### config.mk
export PLATFORM = sky130hd
export DESIGN_NAME = bitbranch_resolver
export DESIGN_NICKNAME = d
export VERILOG_FILES = /design/src/rtl/bbr_pkg.sv /design/src/rtl/bbr_cond.sv /design/src/rtl/bbr_target.sv /design/src/rtl/bbr_outreg.sv /design/src/rtl/bitbranch_resolver.sv
export SDC_FILE = /design/constraint.sdc
export NUM_CORES = 1
export LEC_CHECK = 0
export CORE_ASPECT_RATIO = 1.5
export CORE_MARGIN = 5
export CORE_UTILIZATION = 40
export DETAILED_ROUTE_END_ITERATION = 10
export DONT_BUFFER_PORTS = 1
export GPL_ROUTABILITY_DRIVEN = 0
export SYNTH_ARGS = -nofsm -noshare
export SYNTH_HDL_FRONTEND = slang
export SYNTH_SLANG_ARGS = --single-unit
### constraint.sdc
create_clock -name clk -period 4.1 [get_ports clk]
set_input_delay 0.41 -clock clk [delete_from_list [all_inputs] [get_ports clk]]
set_output_delay 0.41 -clock clk [all_outputs]
set_load 0.01 [all_outputs]
### src/rtl/bbr_pkg.sv
package bbr_pkg;

  // Classification of the incoming request, decided before the register stage.
  typedef enum logic [1:0] {
    RES_IDLE    = 2'd0,
    RES_BRANCH  = 2'd1,
    RES_REFUSED = 2'd2
  } res_kind_e;

endpackage

### src/rtl/bbr_cond.sv
module bbr_cond #(
  parameter int DATA_W = 64,
  parameter int POS_W  = $clog2(DATA_W)
) (
  input  logic [DATA_W-1:0] operand,
  input  logic [POS_W-1:0]  pos,
  input  logic              pol,
  output logic [DATA_W-1:0] mask,
  output logic              hit
);

  // Polarity-adjusted view of the operand: a one in the view means "go".
  function automatic logic [DATA_W-1:0] polar_view(input logic [DATA_W-1:0] v,
                                                   input logic p);
    return p ? v : ~v;
  endfunction

  logic [DATA_W-1:0] view;

  // One decoder line per bit position.
  for (genvar gi = 0; gi < DATA_W; gi++) begin : g_mask
    assign mask[gi] = (pos == POS_W'(gi));
  end

  assign view = polar_view(operand, pol);
  assign hit  = |(mask & view);

endmodule

### src/rtl/bbr_target.sv
module bbr_target #(
  parameter int ADDR_W     = 64,
  parameter int OFF_W      = 16,
  parameter int INSN_BYTES = 4
) (
  input  logic [ADDR_W-1:0] pc,
  input  logic [OFF_W-1:0]  offset,
  output logic [ADDR_W-1:0] target
);

  localparam int SHIFT  = $clog2(INSN_BYTES);
  localparam int EXT_W  = ADDR_W - OFF_W - SHIFT;

  // Word offset turned into a byte displacement of full address width.
  function automatic logic [ADDR_W-1:0] byte_disp(input logic [OFF_W-1:0] w);
    return {{EXT_W{w[OFF_W-1]}}, w, {SHIFT{1'b0}}};
  endfunction

  // Address of the instruction after the branch; wraps modulo 2^ADDR_W.
  function automatic logic [ADDR_W-1:0] fall_through(input logic [ADDR_W-1:0] a);
    return a + ADDR_W'(INSN_BYTES);
  endfunction

  assign target = fall_through(pc) + byte_disp(offset);

endmodule

### src/rtl/bbr_outreg.sv
module bbr_outreg
  import bbr_pkg::*;
#(
  parameter int ADDR_W = 64
) (
  input  logic              clk,
  input  logic              rst,
  input  res_kind_e         kind,
  input  logic              hit,
  input  logic [ADDR_W-1:0] target_nxt,
  output logic              q_valid,
  output logic              q_taken,
  output logic              q_slot_next,
  output logic              q_exc,
  output logic [ADDR_W-1:0] q_target
);

  always_ff @(posedge clk) begin
    if (rst) begin
      q_valid     <= 1'b0;
      q_taken     <= 1'b0;
      q_slot_next <= 1'b0;
      q_exc       <= 1'b0;
      q_target    <= '0;
    end else begin
      q_valid <= (kind != RES_IDLE);
      unique case (kind)
        RES_BRANCH: begin
          q_taken     <= hit;
          q_slot_next <= 1'b1;
          q_exc       <= 1'b0;
          q_target    <= target_nxt;
        end
        RES_REFUSED: begin
          q_taken     <= 1'b0;
          q_slot_next <= 1'b0;
          q_exc       <= 1'b1;
        end
        default: begin
          q_taken     <= 1'b0;
          q_slot_next <= 1'b0;
          q_exc       <= 1'b0;
        end
      endcase
    end
  end

  // taken and exception are mutually exclusive
  a_r8_taken_exc_exclusive: assert property (@(posedge clk) disable iff (rst)
    !(q_taken && q_exc));

  // a refused branch produces only the exception, target held
  a_r4_refused_only_exc: assert property (@(posedge clk) disable iff (rst)
    (kind == RES_REFUSED) |=> (q_exc && !q_taken && !q_slot_next && $stable(q_target)));

  // idle cycle leaves the target and clears qualifiers
  a_r9_idle_hold: assert property (@(posedge clk) disable iff (rst)
    (kind == RES_IDLE) |=> ($stable(q_target) && !q_taken && !q_exc && !q_slot_next));

endmodule

### src/rtl/bitbranch_resolver.sv
module bitbranch_resolver
  import bbr_pkg::*;
#(
  parameter int DATA_W     = 64,
  parameter int POS_W      = $clog2(DATA_W),
  parameter int OFF_W      = 16,
  parameter int ADDR_W     = 64,
  parameter int INSN_BYTES = 4
) (
  input  logic              clk,
  input  logic              rst,
  input  logic              in_valid,
  input  logic [DATA_W-1:0] in_operand,
  input  logic [POS_W-1:0]  in_pos,
  input  logic              in_pol,
  input  logic [OFF_W-1:0]  in_offset,
  input  logic [ADDR_W-1:0] in_pc,
  input  logic              in_in_slot,
  output logic              out_valid,
  output logic              out_taken,
  output logic [ADDR_W-1:0] out_target,
  output logic              out_slot_next,
  output logic              out_ri_exc
);

  // Named internal events
  res_kind_e         kind;
  logic [DATA_W-1:0] test_mask;
  logic              cond_hit;
  logic [ADDR_W-1:0] target_nxt;

  function automatic res_kind_e classify(input logic v, input logic slotted);
    if (!v)      return RES_IDLE;
    if (slotted) return RES_REFUSED;
    return RES_BRANCH;
  endfunction

  assign kind = classify(in_valid, in_in_slot);

  bbr_cond #(
    .DATA_W (DATA_W),
    .POS_W  (POS_W)
  ) u_cond (
    .operand (in_operand),
    .pos     (in_pos),
    .pol     (in_pol),
    .mask    (test_mask),
    .hit     (cond_hit)
  );

  bbr_target #(
    .ADDR_W     (ADDR_W),
    .OFF_W      (OFF_W),
    .INSN_BYTES (INSN_BYTES)
  ) u_target (
    .pc     (in_pc),
    .offset (in_offset),
    .target (target_nxt)
  );

  bbr_outreg #(
    .ADDR_W (ADDR_W)
  ) u_outreg (
    .clk         (clk),
    .rst         (rst),
    .kind        (kind),
    .hit         (cond_hit),
    .target_nxt  (target_nxt),
    .q_valid     (out_valid),
    .q_taken     (out_taken),
    .q_slot_next (out_slot_next),
    .q_exc       (out_ri_exc),
    .q_target    (out_target)
  );

  // exactly one decoder line is active for the selected bit
  a_r1_mask_single: assert property (@(posedge clk) disable iff (rst)
    in_valid |-> ($countones(test_mask) == 1));

  // set-polarity branch goes when the selected bit is one
  a_r1_pol_set: assert property (@(posedge clk) disable iff (rst)
    (in_valid && !in_in_slot && in_pol) |=> (out_taken == $past(in_operand[in_pos])));

  // clear-polarity branch goes when the selected bit is zero
  a_r2_pol_clear: assert property (@(posedge clk) disable iff (rst)
    (in_valid && !in_in_slot && !in_pol) |=> (out_taken == !$past(in_operand[in_pos])));

  // a legal branch always marks the delay slot
  a_r5_slot_marked: assert property (@(posedge clk) disable iff (rst)
    (in_valid && !in_in_slot) |=> (out_slot_next && !out_ri_exc));

  // valid is delayed by one clock
  a_r6_valid_follows: assert property (@(posedge clk) disable iff (rst)
    1'b1 |=> (out_valid == $past(in_valid)));

  // reset clears the status outputs
  a_r7_reset_clear: assert property (@(posedge clk)
    rst |=> (!out_valid && !out_taken && !out_ri_exc && !out_slot_next));

endmodule

==> results by group, run 1 <==
Run status
  – Outcome: completed

Power and ir drop
  – Cell Pwr Density: 317 nW/um^2
  – Power Total: 2.57 mW
  – Worst vdd ir: 0.169 mV
  – Leakage: 3.39 nW

Placement
  – Placed cell count: 1225
  – Detail Placement HPWL: 20.1 mm
  – IO buf count: 0

STA
  – Final-report hold violation count: 0
  – Rel. slew slack: 61.0%
  – Slew Viols, Final: 0
  – Fin crit share: 80.9%
  – Hold WS: 0.130 ns
  – Min Clock Period, post-route: 3.32 ns
  – Final Setup Violations: 0
  – Setup TNS: 0 ns
  – Setup repair after global routing missed its margin: no
  – Skew final: 0 ns
  – Least-Margin Pin Slew: 0.583 ns
  – Fmax: 301 MHz

Clock tree
  – Clock Path Buffers: 2
  – Postcts setup bufs: 0
  – Cts repair resizes: 0
  – Clock latency on the worst-skew pair: 0.35 ns
  – CTS sink cnt: 68
  – CTS buffer count: 9
  – CTS H-tree depth: 3
  – TritonCTS clock tree: built
  – Clk root buf: clkbuf_16
  – Worst-path clk slew: 0.06 ns
  – Hold_buf cts: 0

Routing
  – Final WL: 25.0 mm
  – Iter 0 DRT Violations: 238
  – DR vias: 7408
  – Post-route ant nets: 0
  – Vias/cell: 5.97
  – DRC violations left: 0
  – DR pass1 iterations: 5
  – Drt wl/cell: 20.2 um

Critical path
  – Crit path DAT: 3.55 ns
  – Worst R2R Setup Slack: 3.22 ns
  – FF-to-FF End: u_outreg.q_target[58]
  – R2r worst-path depth: 2
  – Crit-path max FO: 4
  – CP Launch Type: input port
  – CP endpoint kind: register
  – Worst Path Required: 4.33 ns
  – Reg2reg start: u_outreg.q_target[58]
  – Category of the most critical setup path: in -> reg

Global routing
  – First-pass GRT wire length: 37.8 mm
  – GRT Total Usage: 21.7%
  – Number of global-route vias before repair: 7525
  – Grt total ovfl: 0
  – Antenna violations before repair: 0
  – Pin count of the biggest net entering global routing: 53

Die
  – Starting Density: 40.2%
  – Core Region: 19000 sq um
  – Num rows: 62
  – Die Wd: 123 um
  – Die ar.: 22000 sq um
  – Die Ht: 179 um
  – # IOs: 223

Cells and area
  – Fin cells: 1241
  – Commonest non-fill, non-tap cell in the layout: nand2_1
  – Highest-count cells in the layout ignoring fill and taps: nand2_1, a21oi_1, ha_1, dfxtp_1, nor2_1
  – Final net count: 1257
  – Area delta synth->final: 6.04%
  – Ant. Diodes: 0
  – Share of post-route cells with drive strength above 1: 4.67%

Hold path
  – Hold endpoint: u_outreg.q_target[2]
  – Worst hold path depth: 1
  – Hold path start: rst
  – Hold WC Path Type: in -> reg

Yosys
  – Async set-reset flop share out of synthesis: 0%
  – Syn_nets: 1291
  – Yosys warning count: 0
  – #FFs+latches synth: 68
  – Mapped Area: 7650 sq um
  – Syn avg cell area: 7.54 sq um
  – Adder-cell share of the synthesized area: 20.1%
  – Yosys cell types: 74
  – Seq/Total Area, Yosys: 17.8%
  – Compound-Gate Fraction of Synth Area: 28.2%
  – Synth Area in Simple Gates: 20.1%
  – Ys flop type: dfxtp_1
  – XOR/XNOR Fraction of Synth Area: 7.44%
  – Number of synthesized flops with an enable pin: 0
  – Mux contribution to synthesized area: 2.76%
  – Cell taking the most area after synthesis: ha_1
  – Post-synth top area share: 19.8%
  – Syn Inst Count: 1014
  – Top cells by area, synth: ha_1, dfxtp_1, a21oi_1
  – Largest family of logic cells by synthesized area: compound AO/OA/AOI/OAI gates

Flow run
  – Max Cap Viol: 0
-- sequential cells by signal, summed over array words and instances, names as in the netlist --
register,flops
u_outreg.q_exc,1
u_outreg.q_target,64
u_outreg.q_slot_next,1
u_outreg.q_taken,1
u_outreg.q_valid,1
-- kinds of logic after synthesis --
kind of cell / count (synthesis)
AOI/OAI and AO/OA: 333
xor gates and xnor gates: 65
adders and majority gates: 122
buffers and inverters: 75
DFF: 68
muxes: 17
and+or+nand+nor: 334
-- worst max-delay path by stage --
stage / start / endpoint / slack, ns / depth (start not counted)
global placement: in_offset[1] / u_outreg.q_target[55] / 0.45 / 13
floorplan: in_offset[1] / u_outreg.q_target[55] / 0.65 / 13
finish: in_offset[1] / u_outreg.q_target[55] / 0.78 / 13
detailed placement: in_offset[1] / u_outreg.q_target[55] / 0.43 / 13
global route: in_offset[1] / u_outreg.q_target[57] / 0.56 / 13
CTS: in_offset[1] / u_outreg.q_target[55] / 0.78 / 13
-- per-layer routing --
metal	global-route usage [%]	vias to the layer above	wire, um
li1	-	3671	-
met1	19.7	3401	8430
met2	42.2	264	13200
met3	5.81	72	2070
met4	12.7	0	1320
met5	0	-	0
-- area by class of cell --
class                      count  area, sq um
clock inverter                 5         37.5
tap                          256          320
inverter                      24         90.1
clock buffer                  11          243
multi-input combinational    871         6010
fill                        1958        10900
timing repair buffer           6         45.0
sequential                    68         1360
-- critical path: stages --
cell      delay [ns]
ha_1            0.27
ha_1            0.22
fa_1            0.41
a21o_1          0.21
a221oi_2        0.30
a2111o_1        0.28
a21oi_2         0.10
o31ai_4         0.38
nor2_4          0.07
a41oi_4         0.27
nor2_2          0.07
or3_1           0.30
a32o_1          0.24
-- report_power, final --
part           internal, mW  leakage (nW)  switching, mW
registers             0.719         0.557         0.0751
logic                 0.431          2.70          0.599
clock network         0.427         0.132          0.319
-- synth_stat cells, types with 7 or more instances --
cell and instances:
nor2_1 56, clkbuf_1 45, nand4_1 23, o21ai_0 43
xor2_1 22, a211oi_1 8, a31oi_1 10, a21oi_1 129
nand3_1 17, a21o_1 21, nand2b_1 16, or3_1 7
nor3_1 13, o22ai_1 16, nor2b_1 12, a22o_1 14
xnor2_1 43, o21ai_1 7, inv_1 24, dfxtp_1 68
nand2_1 160, o21bai_1 16, mux2i_1 11, ha_1 121
-- per-stage QoR --
| step | setup slack [ns] | instance area (sq um) | util [%] |
|---|---|---|---|
| after floorplan | 0.654 | 7650 | - |
| after global placement | 0.446 | 7830 | 41.2 |
| after detailed placement | 0.427 | 7830 | 41.2 |
| after CTS | 0.783 | 8110 | 42.7 |
| after global routing | 0.564 | 8110 | 42.7 |
| final | 0.782 | 8110 | 42.7 |
Note: power is estimated with default switching activity, not from simulation.
==> inputs of run 2 (changes only) <==
==> constraint.sdc (replaced) <==
create_clock -name clk -period 3.4 [get_ports clk]
set_input_delay 0.34 -clock clk [delete_from_list [all_inputs] [get_ports clk]]
set_output_delay 0.34 -clock clk [all_outputs]
set_load 0.01 [all_outputs]
==> run 2 against run 1 <==
Sequential power is 21% higher; final area increased by 3.6%; via count up 1.6%; global-route usage rose by 0.13 points; sequential share of layout area shrank 0.59 points; critical path type unchanged; critical endpoint unchanged; highest routed layer is now met5.
==> results by group, run 2 (synthesis results as in run 1) <==
Cells and area
  – Top reg by flops: u_outreg.q_target
  – Area delta synth->final: 9.88%
  – Fillcell total: 1944 (-0.72%)
  – Max reg flops: 64 (unchanged)
  – Post-layout util: 44.2% (+1.5 points)
  – Highest-count cells in the layout ignoring fill and taps: nand2_1, a21oi_1, ha_1, dfxtp_1, nor2_1
  – Commonest non-fill, non-tap cell in the layout: nand2_1
  – Ant. Diodes: 0 (unchanged)
  – Final net count: 1295 (+3.0%)
  – Share of post-route cells with drive strength above 1: 8.31% (+3.6 points)
  – Fin cells: 1279 (+3.1%)

Critical path
  – Worst path slowest cell: fa_1
  – CP endpoint kind: register
  – R2r worst-path depth: 2 (unchanged)
  – CP Launch Type: input port
  – Reg2reg start: u_outreg.q_target[58]
  – Instance count on the critical path: 13 (unchanged)
  – Worst setup path startpoint: in_offset[1]
  – Worst Path Required: 3.64 ns (-0.69 ns)
  – Category of the most critical setup path: in -> reg
  – Most used cell, CP: ha_1
  – Crit-path max cell delay: 0.40 ns (about the same)
  – Crit-path leading delay family: compound AO/OA/AOI/OAI gates
  – Crit path DAT: 3.35 ns (-0.20 ns)
  – Crit-path max FO: 3 (-1)
  – Buf/Inv on CP: 0 (unchanged)
  – Cell Chain, Critical Path: ha_1, ha_1, fa_1, a21o_1, a221oi_2, a2111o_1, a21oi_2, o31ai_4, nor2_4, a41oi_4, nor2_2, or3_1, a32o_1

STA
  – Fin crit share: 91.3%
  – Fmax: 322 MHz
  – Final Setup Violations: 0 (unchanged)
  – Least-Margin Pin Slew: 0.585 ns (+0.00190 ns)
  – Final-report hold violation count: 0 (unchanged)
  – Skew final: 0 ns (unchanged)
  – Rel. slew slack: 60.8% (-0.13 points)
  – Min Clock Period, post-route: 3.10 ns
  – Slew Viols, Final: 0 (unchanged)
  – Setup repair after global routing missed its margin: no

Clock tree
  – CTS sink cnt: 68 (unchanged)
  – Worst-path clk slew: 0.06 ns (about the same)
  – Clock Path Buffers: 2 (unchanged)
  – CTS H-tree depth: 3 (unchanged)
  – Clk root buf: clkbuf_16
  – Hold_buf cts: 0 (unchanged)
  – Clock latency on the worst-skew pair: 0.35 ns (about the same)
  – Postcts setup bufs: 0 (unchanged)
  – Cts repair resizes: 0 (unchanged)
  – TritonCTS clock tree: built
  – CTS buffer count: 9 (unchanged)

Die
  – Die ar.: 22000 sq um (unchanged)
  – # IOs: 223 (unchanged)
  – Die Wd: 123 um (unchanged)
  – Core Region: 19000 sq um (unchanged)
  – Die Ht: 179 um (unchanged)
  – Starting Density: 40.2% (unchanged)
  – Num rows: 62 (unchanged)

Routing
  – DRC violations left: 0 (unchanged)
  – Drt wl/cell: 19.5 um (-3.4%)
  – Post-route ant nets: 0 (unchanged)
  – Iter 0 DRT Violations: 254 (+6.7%)
  – DR pass1 iterations: 5 (unchanged)
  – DR vias: 7523 (+1.6%)
  – Vias/cell: 5.88 (-1.5%)
  – Final WL: 24.9 mm (-0.48%)

Power and ir drop
  – Worst vdd ir: 0.168 mV (-0.53%)
  – Leakage: 3.57 nW (+5.3%)
  – Cell Pwr Density: 381 nW/um^2 (+20%)

Global routing
  – GRT Total Usage: 21.9% (+0.13 points)
  – Antenna violations before repair: 1 (+1)
  – Grt total ovfl: 0 (unchanged)
  – First-pass GRT wire length: 38.1 mm (+0.84%)
  – Pin count of the biggest net entering global routing: 53 (unchanged)
  – Number of global-route vias before repair: 7565 (+0.53%)

Placement
  – Placed cell count: 1263 (+3.1%)
  – Detail Placement HPWL: 20.1 mm (about the same)
  – IO buf count: 0 (unchanged)

Hold path
  – Hold WC Path Type: in -> reg
  – Worst hold path depth: 1 (unchanged)
  – Hold path start: rst

Flow run
  – Max Cap Viol: 0 (unchanged)

Run status
  – Outcome: completed
==> run 2: path summary, 6_finish.rpt <==
check	to	slack (ns)
min reg2reg	u_outreg.q_target[32]	0.50
max	u_outreg.q_target[55]	0.30
min	u_outreg.q_target[3]	0.06
max reg2reg	u_outreg.q_target[58]	2.51
==> run 2: per-stage QoR <==
| stage | setup TNS [ns] | power (mW) | area, sq um | setup WS [ns] | hold WS [ns] |
|---|---|---|---|---|---|
| global route | 0 | 3.41 | 8400 | 0.146 | 0.0541 |
| global placement | -0.0805 | 2.28 | 8120 | -0.0539 | 0.416 |
| floorplan | 0 | 1.95 | 7650 | 0.0241 | 0.462 |
| detailed placement | -0.245 | 2.28 | 8120 | -0.0813 | 0.416 |
| finish | 0 | 3.20 | 8400 | 0.296 | 0.0627 |
| CTS | 0 | 3.23 | 8400 | 0.278 | 0.0454 |
==> run 2: metal layers <==
layer / track usage [%] / vias to the layer above / wire length, um
met4: 11.8 / 2 / 1150
li1: - / 3752 / -
met1: 20.2 / 3440 / 8340
met5: 0 / - / 13
met3: 6.25 / 70 / 2230
met2: 42.2 / 259 / 13200
==> run 2: report_power, final <==
group / switching (mW) / internal (mW)
clock: 0.393 / 0.534
sequential: 0.0900 / 0.867
combinational: 0.732 / 0.585
==> run 2: layout make-up <==
type                            count  area [sq um]  share of cell area (%)
Multi-Input combinational cell    871          6010                    71.5
Sequential cell                    68          1360                    16.2
Timing Repair Buffer               44           330                    3.93
Tap cell                          256           320                    3.81
Clock buffer                       11           253                    3.01
Inverter                           24          90.1                    1.07
Clock inverter                      5          36.3                   0.432
